<file path="config.mk">
export PLATFORM = sky130hd
export DESIGN_NAME = acc_sat_alu
export DESIGN_NICKNAME = d
export VERILOG_FILES = /design/src/rtl/acc_alu_pkg.sv /design/src/rtl/acc_opnd_shift.sv /design/src/rtl/acc_addsub_sat.sv /design/src/rtl/acc_cond_sub.sv /design/src/rtl/acc_sat_alu.sv
export SDC_FILE = /design/constraint.sdc
export NUM_CORES = 1
export LEC_CHECK = 0
export ABC_AREA = 1
export BUFFER_PORTS_ARGS = -buffer_cell sky130_fd_sc_hd__buf_2
export CORE_MARGIN = 4
export CORE_UTILIZATION = 65
export DETAILED_ROUTE_END_ITERATION = 12
export PLACE_DENSITY = 0.86
export SKIP_LAST_GASP = 1
export SYNTH_ARGS = -nofsm -noshare
export SYNTH_HDL_FRONTEND = slang
export SYNTH_SLANG_ARGS = --single-unit
</file>
<file path="constraint.sdc">
create_clock -name clk -period 7.2 [get_ports clk]
set_input_delay 0.36 -clock clk [delete_from_list [all_inputs] [get_ports clk]]
set_output_delay 0.36 -clock clk [all_outputs]
set_load 0.1 [all_outputs]
</file>
<file path="src/rtl/acc_alu_pkg.sv">
package acc_alu_pkg;

  typedef enum logic [3:0] {
    OP_LOAD = 4'd0,
    OP_ADD  = 4'd1,
    OP_SUB  = 4'd2,
    OP_ADDH = 4'd3,
    OP_SUBH = 4'd4,
    OP_AND  = 4'd5,
    OP_OR   = 4'd6,
    OP_XOR  = 4'd7,
    OP_ABS  = 4'd8,
    OP_PADD = 4'd9,
    OP_PSUB = 4'd10,
    OP_DSTP = 4'd11,
    OP_ZLH  = 4'd12,
    OP_ZLL  = 4'd13,
    OP_SATON  = 4'd14,
    OP_SATOFF = 4'd15
  } acc_op_e;

endpackage

</file>
<file path="src/rtl/acc_opnd_shift.sv">
// Widens the data operand to accumulator width (sign or zero fill) and shifts left.
module acc_opnd_shift #(
  parameter int DW = 16,
  parameter int AW = 32,
  parameter int SW = 4
) (
  input  logic [DW-1:0] din,
  input  logic [SW-1:0] amt,
  input  logic          sext,
  output logic [AW-1:0] dout
);
  localparam int FILL = AW - DW;

  logic [AW-1:0] wide;

  always_comb begin
    wide = sext ? {{FILL{din[DW-1]}}, din} : {{FILL{1'b0}}, din};
    dout = wide << amt;
  end
endmodule

</file>
<file path="src/rtl/acc_addsub_sat.sv">
// Two's-complement add/subtract with sign-based overflow detect and optional clamp.
module acc_addsub_sat #(
  parameter int W = 32
) (
  input  logic [W-1:0] a,
  input  logic [W-1:0] b,
  input  logic         sub,
  input  logic         sat_en,
  output logic [W-1:0] res,
  output logic         ovf
);
  localparam logic [W-1:0] POS_LIM = {1'b0, {(W-1){1'b1}}};
  localparam logic [W-1:0] NEG_LIM = {1'b1, {(W-1){1'b0}}};

  logic [W-1:0] raw;
  logic         sign_ok;

  always_comb begin
    raw     = sub ? (a - b) : (a + b);
    sign_ok = sub ? (a[W-1] != b[W-1]) : (a[W-1] == b[W-1]);
    ovf     = sign_ok && (raw[W-1] != a[W-1]);
    if (ovf && sat_en)
      res = a[W-1] ? NEG_LIM : POS_LIM;
    else
      res = raw;
  end
endmodule

</file>
<file path="src/rtl/acc_cond_sub.sv">
// One restoring-division step: subtract, then shift in a quotient bit.
module acc_cond_sub #(
  parameter int AW = 32
) (
  input  logic [AW-1:0] acc_in,
  input  logic [AW-1:0] divisor_sh,
  output logic [AW-1:0] acc_out
);
  logic [AW-1:0] diff;

  always_comb begin
    diff = acc_in - divisor_sh;
    if (diff[AW-1])
      acc_out = {acc_in[AW-2:0], 1'b0};
    else
      acc_out = {diff[AW-2:0], 1'b1};
  end
endmodule

</file>
<file path="src/rtl/acc_sat_alu.sv">
module acc_sat_alu
  import acc_alu_pkg::*;
#(
  parameter  int DATA_W  = 16,
  localparam int ACC_W   = 2 * DATA_W,
  localparam int SHIFT_W = $clog2(DATA_W)
) (
  input  logic               clk,
  input  logic               rst,
  input  logic               exec,
  input  logic [3:0]         op,
  input  logic [SHIFT_W-1:0] shamt,
  input  logic [DATA_W-1:0]  opnd,
  input  logic [ACC_W-1:0]   product,
  output logic [ACC_W-1:0]   acc,
  output logic               ovf,
  output logic               ovm
);
  localparam logic [ACC_W-1:0]   ACC_MAX = {1'b0, {(ACC_W-1){1'b1}}};
  localparam logic [ACC_W-1:0]   ACC_MIN = {1'b1, {(ACC_W-1){1'b0}}};
  localparam logic [SHIFT_W-1:0] DIV_SH  = SHIFT_W'(DATA_W - 1);

  acc_op_e op_e;
  assign op_e = acc_op_e'(op);

  // Operand paths: shifted signed operand, and zero-filled divisor at fixed shift
  logic [ACC_W-1:0] opnd_sh;
  logic [ACC_W-1:0] div_sh;

  acc_opnd_shift #(.DW(DATA_W), .AW(ACC_W), .SW(SHIFT_W)) u_shift_main (
    .din(opnd), .amt(shamt), .sext(1'b1), .dout(opnd_sh)
  );

  acc_opnd_shift #(.DW(DATA_W), .AW(ACC_W), .SW(SHIFT_W)) u_shift_div (
    .din(opnd), .amt(DIV_SH), .sext(1'b0), .dout(div_sh)
  );

  // Full-width arithmetic unit
  logic             use_prod;
  logic             full_sub;
  logic [ACC_W-1:0] full_b;
  logic [ACC_W-1:0] full_res;
  logic             full_ovf;

  assign use_prod = (op_e == OP_PADD) || (op_e == OP_PSUB);
  assign full_sub = (op_e == OP_SUB) || (op_e == OP_PSUB);
  assign full_b   = use_prod ? product : opnd_sh;

  acc_addsub_sat #(.W(ACC_W)) u_full (
    .a(acc), .b(full_b), .sub(full_sub), .sat_en(ovm),
    .res(full_res), .ovf(full_ovf)
  );

  // Upper-half arithmetic unit
  logic [DATA_W-1:0] hi_res;
  logic              hi_ovf;

  acc_addsub_sat #(.W(DATA_W)) u_high (
    .a(acc[ACC_W-1:DATA_W]), .b(opnd), .sub(op_e == OP_SUBH), .sat_en(ovm),
    .res(hi_res), .ovf(hi_ovf)
  );

  // Division step
  logic [ACC_W-1:0] div_res;

  acc_cond_sub #(.AW(ACC_W)) u_div (
    .acc_in(acc), .divisor_sh(div_sh), .acc_out(div_res)
  );

  // Absolute value
  logic [ACC_W-1:0] neg_acc;
  logic [ACC_W-1:0] abs_res;

  always_comb begin
    neg_acc = -acc;
    if (!acc[ACC_W-1])
      abs_res = acc;
    else if (ovm && (neg_acc == ACC_MIN))
      abs_res = ACC_MAX;
    else
      abs_res = neg_acc;
  end

  // Next-state selection
  logic [ACC_W-1:0] acc_nxt;
  logic             ovf_nxt;
  logic             ovm_nxt;

  always_comb begin
    acc_nxt = acc;
    ovf_nxt = ovf;
    ovm_nxt = ovm;
    unique case (op_e)
      OP_LOAD: acc_nxt = opnd_sh;
      OP_ADD, OP_SUB, OP_PADD, OP_PSUB: begin
        acc_nxt = full_res;
        ovf_nxt = full_ovf;
      end
      OP_ADDH, OP_SUBH: begin
        acc_nxt = {hi_res, acc[DATA_W-1:0]};
        ovf_nxt = hi_ovf;
      end
      OP_AND:  acc_nxt = {{DATA_W{1'b0}}, acc[DATA_W-1:0] & opnd};
      OP_OR:   acc_nxt = {acc[ACC_W-1:DATA_W], acc[DATA_W-1:0] | opnd};
      OP_XOR:  acc_nxt = {acc[ACC_W-1:DATA_W], acc[DATA_W-1:0] ^ opnd};
      OP_ABS:  acc_nxt = abs_res;
      OP_DSTP: acc_nxt = div_res;
      OP_ZLH:  acc_nxt = {opnd, {DATA_W{1'b0}}};
      OP_ZLL:  acc_nxt = {{DATA_W{1'b0}}, opnd};
      OP_SATON:  ovm_nxt = 1'b1;
      OP_SATOFF: ovm_nxt = 1'b0;
      default: ;
    endcase
  end

  always_ff @(posedge clk) begin
    if (rst) begin
      acc <= '0;
      ovf <= 1'b0;
      ovm <= 1'b0;
    end else if (exec) begin
      acc <= acc_nxt;
      ovf <= ovf_nxt;
      ovm <= ovm_nxt;
    end
  end
endmodule

</file>
# Word level (Yosys, flattened, before mapping)
# Index checks and enable logic that the tools add are counted.
# W data, S select, Z words.
[totals]
inputBits = 59
regBits = 34
word_cells = 75
[op_classes]
n_addsub = 6
shift = 1
mux = 15
bitwise_logic = 6
reduce_logical = 19
eq_ne = 23
[op_table]
columns = ["op", "count"]
rows = [
  ["$pmux W32 S10", 1],
  ["$mux W32", 7],
  ["$mux W16", 3],
  ["$add A32 B32 Y32", 1],
  ["$eq A32 B32 Y1 const B", 1],
  ["$eq A4 B4 Y1 const B", 8],
  ["$neg A32 Y32", 1],
  ["$shl A32 B4 Y32", 1],
  ["$sub A32 B31 Y32", 1],
  ["$sub A32 B32 Y32", 1],
  ["$add A16 B16 Y16", 1],
  ["$and A16 B16 Y16", 1],
  ["$eq A4 B3 Y1 const B", 4],
  ["$or A16 B16 Y16", 1],
  ["$sub A16 B16 Y16", 1],
  ["$xor A16 B16 Y16", 1],
  ["$reduce_bool A9 Y1", 1],
  ["$eq A4 B2 Y1 const B", 2],
  ["$reduce_and A4 Y1", 2],
  ["$reduce_bool A8 Y1", 1],
  ["$logic_and A1 B1 Y1", 5],
  ["$reduce_and A5 Y1", 1],
  ["$eq A4 B1 Y1 const B", 1],
  ["$logic_not A4 Y1", 1],
  ["other kinds (11)", 22],
]

# Logic depth before layout (Yosys ltp)
[depth]
ltp_word = 10
mapped_depth = 37
ltp_nobuf = 35

# By module
# A second synthesis with hierarchy kept.
[hier_totals]
cells_unflattened = 2831
area_unflattened_um2 = 14989.4
[modules_own_cells]
columns = ["module", "n_inst", "area_each_um2", "seq_area_each_um2", "cells_each"]
rows = [
  ["acc_sat_alu", 1, 5137.4, 680.7, 930],
  ["acc_addsub_sat (u_full)", 1, 3148.0, 0.0, 580],
  ["acc_cond_sub", 1, 3076.7, 0.0, 647],
  ["acc_opnd_shift", 2, 1137.3, 0.0, 219],
  ["acc_addsub_sat (u_high)", 1, 1352.5, 0.0, 236],
]

# Worst setup path after synthesis
# OpenSTA, ideal clock, no wires.
[synth_path]
path_type = "input-to-reg"
startpoint = "input shamt[0]"
endpoint = "register acc[8]"
required_time_ps = 7057
arrival_time_ps = 4368
setup_slack_ps = 2688
cell_stages = 34
cell_sequence = "buf_6 -> inv_6 -> nand2_1 -> nand2_1 -> nand4_1 -> nand2_1 -> o21ai_1 -> ha_1 -> inv_1 -> nor3_1 -> nand4_1 -> nor3b_2 -> nand3_1 -> nor2_2 -> nand2_1 -> o21ai_1 -> o21ai_0 -> xor2_1 -> ha_1 -> a21oi_1 -> o21bai_1 -> a21oi_1 -> o211ai_1 -> a21oi_1 -> nand3_1 -> nand2_2 -> nand2_4 -> nand4_4 -> buf_6 -> nand2_2 -> nand2_1 -> nand2_1 -> nand2_1 -> a21oi_2"
[synth_between]
elab_chain_cells = 9
word_cells_on_any_way = 13
[synth_rtl]
columns = ["element", "line", "text"]
rows = [
  ["start, declared", "acc_sat_alu.sv:12", "input logic [SHIFT_W-1:0] shamt,"],
  ["$shl A32 B4 Y32 (*)", "acc_opnd_shift.sv:18", "dout = wide << amt;"],
  ["$mux W32", "acc_sat_alu.sv:47", "assign full_b = use_prod ? product : opnd_sh;"],
  ["$add A32 B32 Y32 / $sub A32 B32 Y32 (equally long branches)", "acc_addsub_sat.sv:19", "raw = sub ? (a - b) : (a + b);"],
  ["$mux W32", "acc_addsub_sat.sv:19", ""],
  ["$ne A1 B1 Y1", "acc_addsub_sat.sv:21", "ovf = sign_ok && (raw[W-1] != a[W-1]);"],
  ["$logic_and A1 B1 Y1", "acc_addsub_sat.sv:21", ""],
  ["$logic_and A1 B1 Y1", "acc_addsub_sat.sv:22", "if (ovf && sat_en)"],
  ["$mux W32", "acc_addsub_sat.sv:22", ""],
  ["$pmux W32 S10 (*)", "acc_sat_alu.sv:93", "unique case (op_e)"],
  ["end signal, assigned", "acc_sat_alu.sv:122", "acc <= acc_nxt;"],
  ["end, declared", "acc_sat_alu.sv:15", "output logic [ACC_W-1:0] acc,"],
]
# Every way passes the cells marked *; elsewhere a longest branch is shown, timed or not.
# A chain may end at the register's enable or synchronous reset.

# Worst setup path in the final report
[layout_path]
startpoint = "input shamt[2]"
endpoint = "register acc[31]"
# The elaborated chain is that of the path after synthesis.

==> flow_summary.ini <==
[pwr]
p_leak_nw = 5.69
power_density_nw_per_um2 = 167
total_power_w = 0.00182
irDropWorstVdd_v = 0.000124

[setup_path]
critPathMaxStageDelay_ps = 500
r2r-start = acc[15]$_SDFFE_PP0P_
cp.arrival_ps = 6190
reg2regPathDepth = 18
crit_slowest_cell = nand4_4
path_class = in -> reg
cp-start-kind = input port
crit_fanout = 32
r2r_setup_slack_ps = 2650
worstReg2RegEnd = acc[29]$_SDFFE_PP0P_
critPathCaptureType = flip-flop
worstPathRequired_ps = 7430

[worst_hold_path]
hold_path.startpoint = op[0]
min-delay-path-class = in -> reg
min_to = ovm$_SDFFE_PP0P_
hold_depth = 2

[finish]
layout.nets = 1997
layout-drive-gt1-share_pct = 11.6
areaGrowthSynthToFinish_pct = 5.34
diodes = 0

[global_route]
overflow = 0
grt_usage_pct = 40.9
grt_max_degree = 44
grt_pass1_wl_mm = 59.3
grt_pass1_vias = 11300
antenna_found_initial = 0

[clock_tree]
cts_resized = 0
cts_root_buffer = clkbuf_16
htreeDepth = 2
cts.clk_slew.worst_paths_ps = 60
clk_path_buf_depth = 2
cts_tree = built
numCtsBuffers = 5
hold_buffers = 0
insertion_delay_ps = 280
post_cts_buffers = 0
clock_sinks = 34

[synthesis]
synthTopCellsByCount = 546 x nand2_1, 172 x nand3_1, 157 x inv_1
ys_ff_latch = 34
ys_types = 58
yosysMostFrequentCell = nand2_1
synth_area_leader_cell = nand2_1
yosys_warnings = 0
avgSynthCellArea_um2 = 5.75
synth_area_um2 = 10300
synth-edff-count = 0
syn_nets = 1958
synth_seq_area_share_pct = 6.59
netlist_instances = 1798
synth_area_leaders = nand2_1 20%, ha_1 12%, nand3_1 8.3%, xor2_1 7.4%, a21oi_1 6.6%
synth_flop_cell = dfxtp_1
yosys.area.top_type_share_pct = 19.8
async_flop_share_pct = 0

[sta]
finClkSkew_ps = 3.71
rsz0062_at_grt = false
slew_headroom_pct = 14.6
setup_violations = 0
hold_violations = 0
tightestPinTransition_ps = 1280
max_freq_ghz = 0.168
fin_setup_tns_ps = 0
finalCritPeriodShare_pct = 82.7
fin_crit_ps = 5950
drv_slew = 0

[detailed_routing]
vias = 12700
routed_wirelength_mm = 38.4
vias_per_cell = 6.22
drt-wirelength-per-cell_um = 18.7
antenna_left = 0
drt_iter0_markers = 1737
firstDrtPassIters = 6
drc_errors = 0

[flow_run]
drv_cap = 0

[floorplanning]
initial_core_util_pct = 67.2
fp.dieH_um = 134
die_x_um = 134
fp.dieArea_um2 = 18000
core_um2 = 15400
num_io_pins = 93
std_cell_rows = 45

[outcome]
status = finished clean

[placed_design]
dp_hpwl_mm = 30.4
place.gp.congestion = 1.03
port_buffers = 92
## cell usage in the layout, fill, tap and decap left out, types with 6 or more instances in the layout
| cell type | netlist | routed |
|---|---|---|
| nand2_2 | 34 | 34 |
| a21o_1 | 6 | 6 |
| nand2_1 | 546 | 546 |
| or2_1 | 10 | 10 |
| o21ai_0 | 50 | 50 |
| xor2_1 | 87 | 87 |
| nor2_1 | 134 | 133 |
| nand3_1 | 172 | 172 |
| dfxtp_1 | 34 | 34 |
| o2111ai_1 | 14 | 14 |
| buf_4 | 4 | 9 |
| a31oi_1 | 16 | 16 |
| nand3_2 | 6 | 6 |
| a221oi_1 | 14 | 14 |
| nand4_1 | 29 | 29 |
| nor2_2 | 9 | 10 |
| inv_2 | 7 | 7 |
| xnor2_1 | 39 | 39 |
| ha_1 | 98 | 98 |
| inv_1 | 157 | 157 |
| a21oi_2 | 27 | 27 |
| o211ai_1 | 11 | 11 |
| a21oi_1 | 137 | 137 |
| nor3_1 | 26 | 26 |
| buf_2 | 12 | 92 |
## cells by family (layout without fill, tap and decap cells)
family	Yosys count	count (layout)	share of synthesized area, %
adders and majority gates	101	101	12.4
DFF	34	34	6.59
AOI/OAI and AO/OA	306	306	18.2
buffers and inverters	240	280	10.1
and+or+nand+nor	991	991	42.0
xor gates and xnor gates	126	126	10.7
## worst max path at each step
stage                     startpoint              endpoint  cells after the start
final                       shamt[2]  acc[31]$_SDFFE_PP0P_                     32
after global routing        shamt[2]  acc[31]$_SDFFE_PP0P_                     32
after CTS                   shamt[2]  acc[31]$_SDFFE_PP0P_                     32
after detailed placement    shamt[2]   acc[4]$_SDFFE_PP0P_                     32
after global placement      shamt[2]  acc[15]$_SDFFE_PP0P_                     32
after floorplan             shamt[0]   acc[8]$_SDFFE_PP0P_                     34
## layer usage
metal  share of wire [%]  up-vias  global-route usage, %
met4                 4.8        0                   17.1
met1                  40     5662                   55.5
li1                    -     6065                      -
met5                   0        -                      0
met2                  43      880                   64.5
met3                  13      129                   6.56
## metrics by stage
stage	hold slack, ps	std cells	util (%)	setup WS (ps)	area [um2]
floorplan	459	1798	-	2690	10300
global placement	452	2041	69.8	1300	10700
detailed placement	456	2041	69.8	1150	10700
CTS	368	2049	70.8	1370	10900
global route	389	2049	70.8	610	10900
finish	384	2049	70.8	1250	10900
## critical path: cells and delay by family
family,cells,cell delay (ps)
adders and majority gates,2,550
and+or+nand+nor,16,2940
buffers and inverters,5,920
xor gates and xnor gates,1,160
AOI/OAI and AO/OA,8,1240
## final cells by class
| cell class | instances | area (um2) |
|---|---|---|
| inverters | 171 | 651 |
| well taps | 211 | 264 |
| repair buffers | 101 | 528 |
| clock buffers | 6 | 139 |
| multi-input cells | 1524 | 8610 |
| clock inverters | 2 | 12.5 |
| flip-flops and latches | 34 | 681 |
| fillers | 1448 | 4490 |
## power by group
group          switching [W]  total, W  internal (W)
clock network      0.0000879  0.000225      0.000137
logic               0.000914   0.00134      0.000424
registers          0.0000549  0.000259      0.000204
total                0.00106   0.00182      0.000766
## registers in the layout (all words and copies together), names as in the netlist
register / count
ovf: 1
acc: 32
ovm: 1
(Power assumes the default switching activity.)
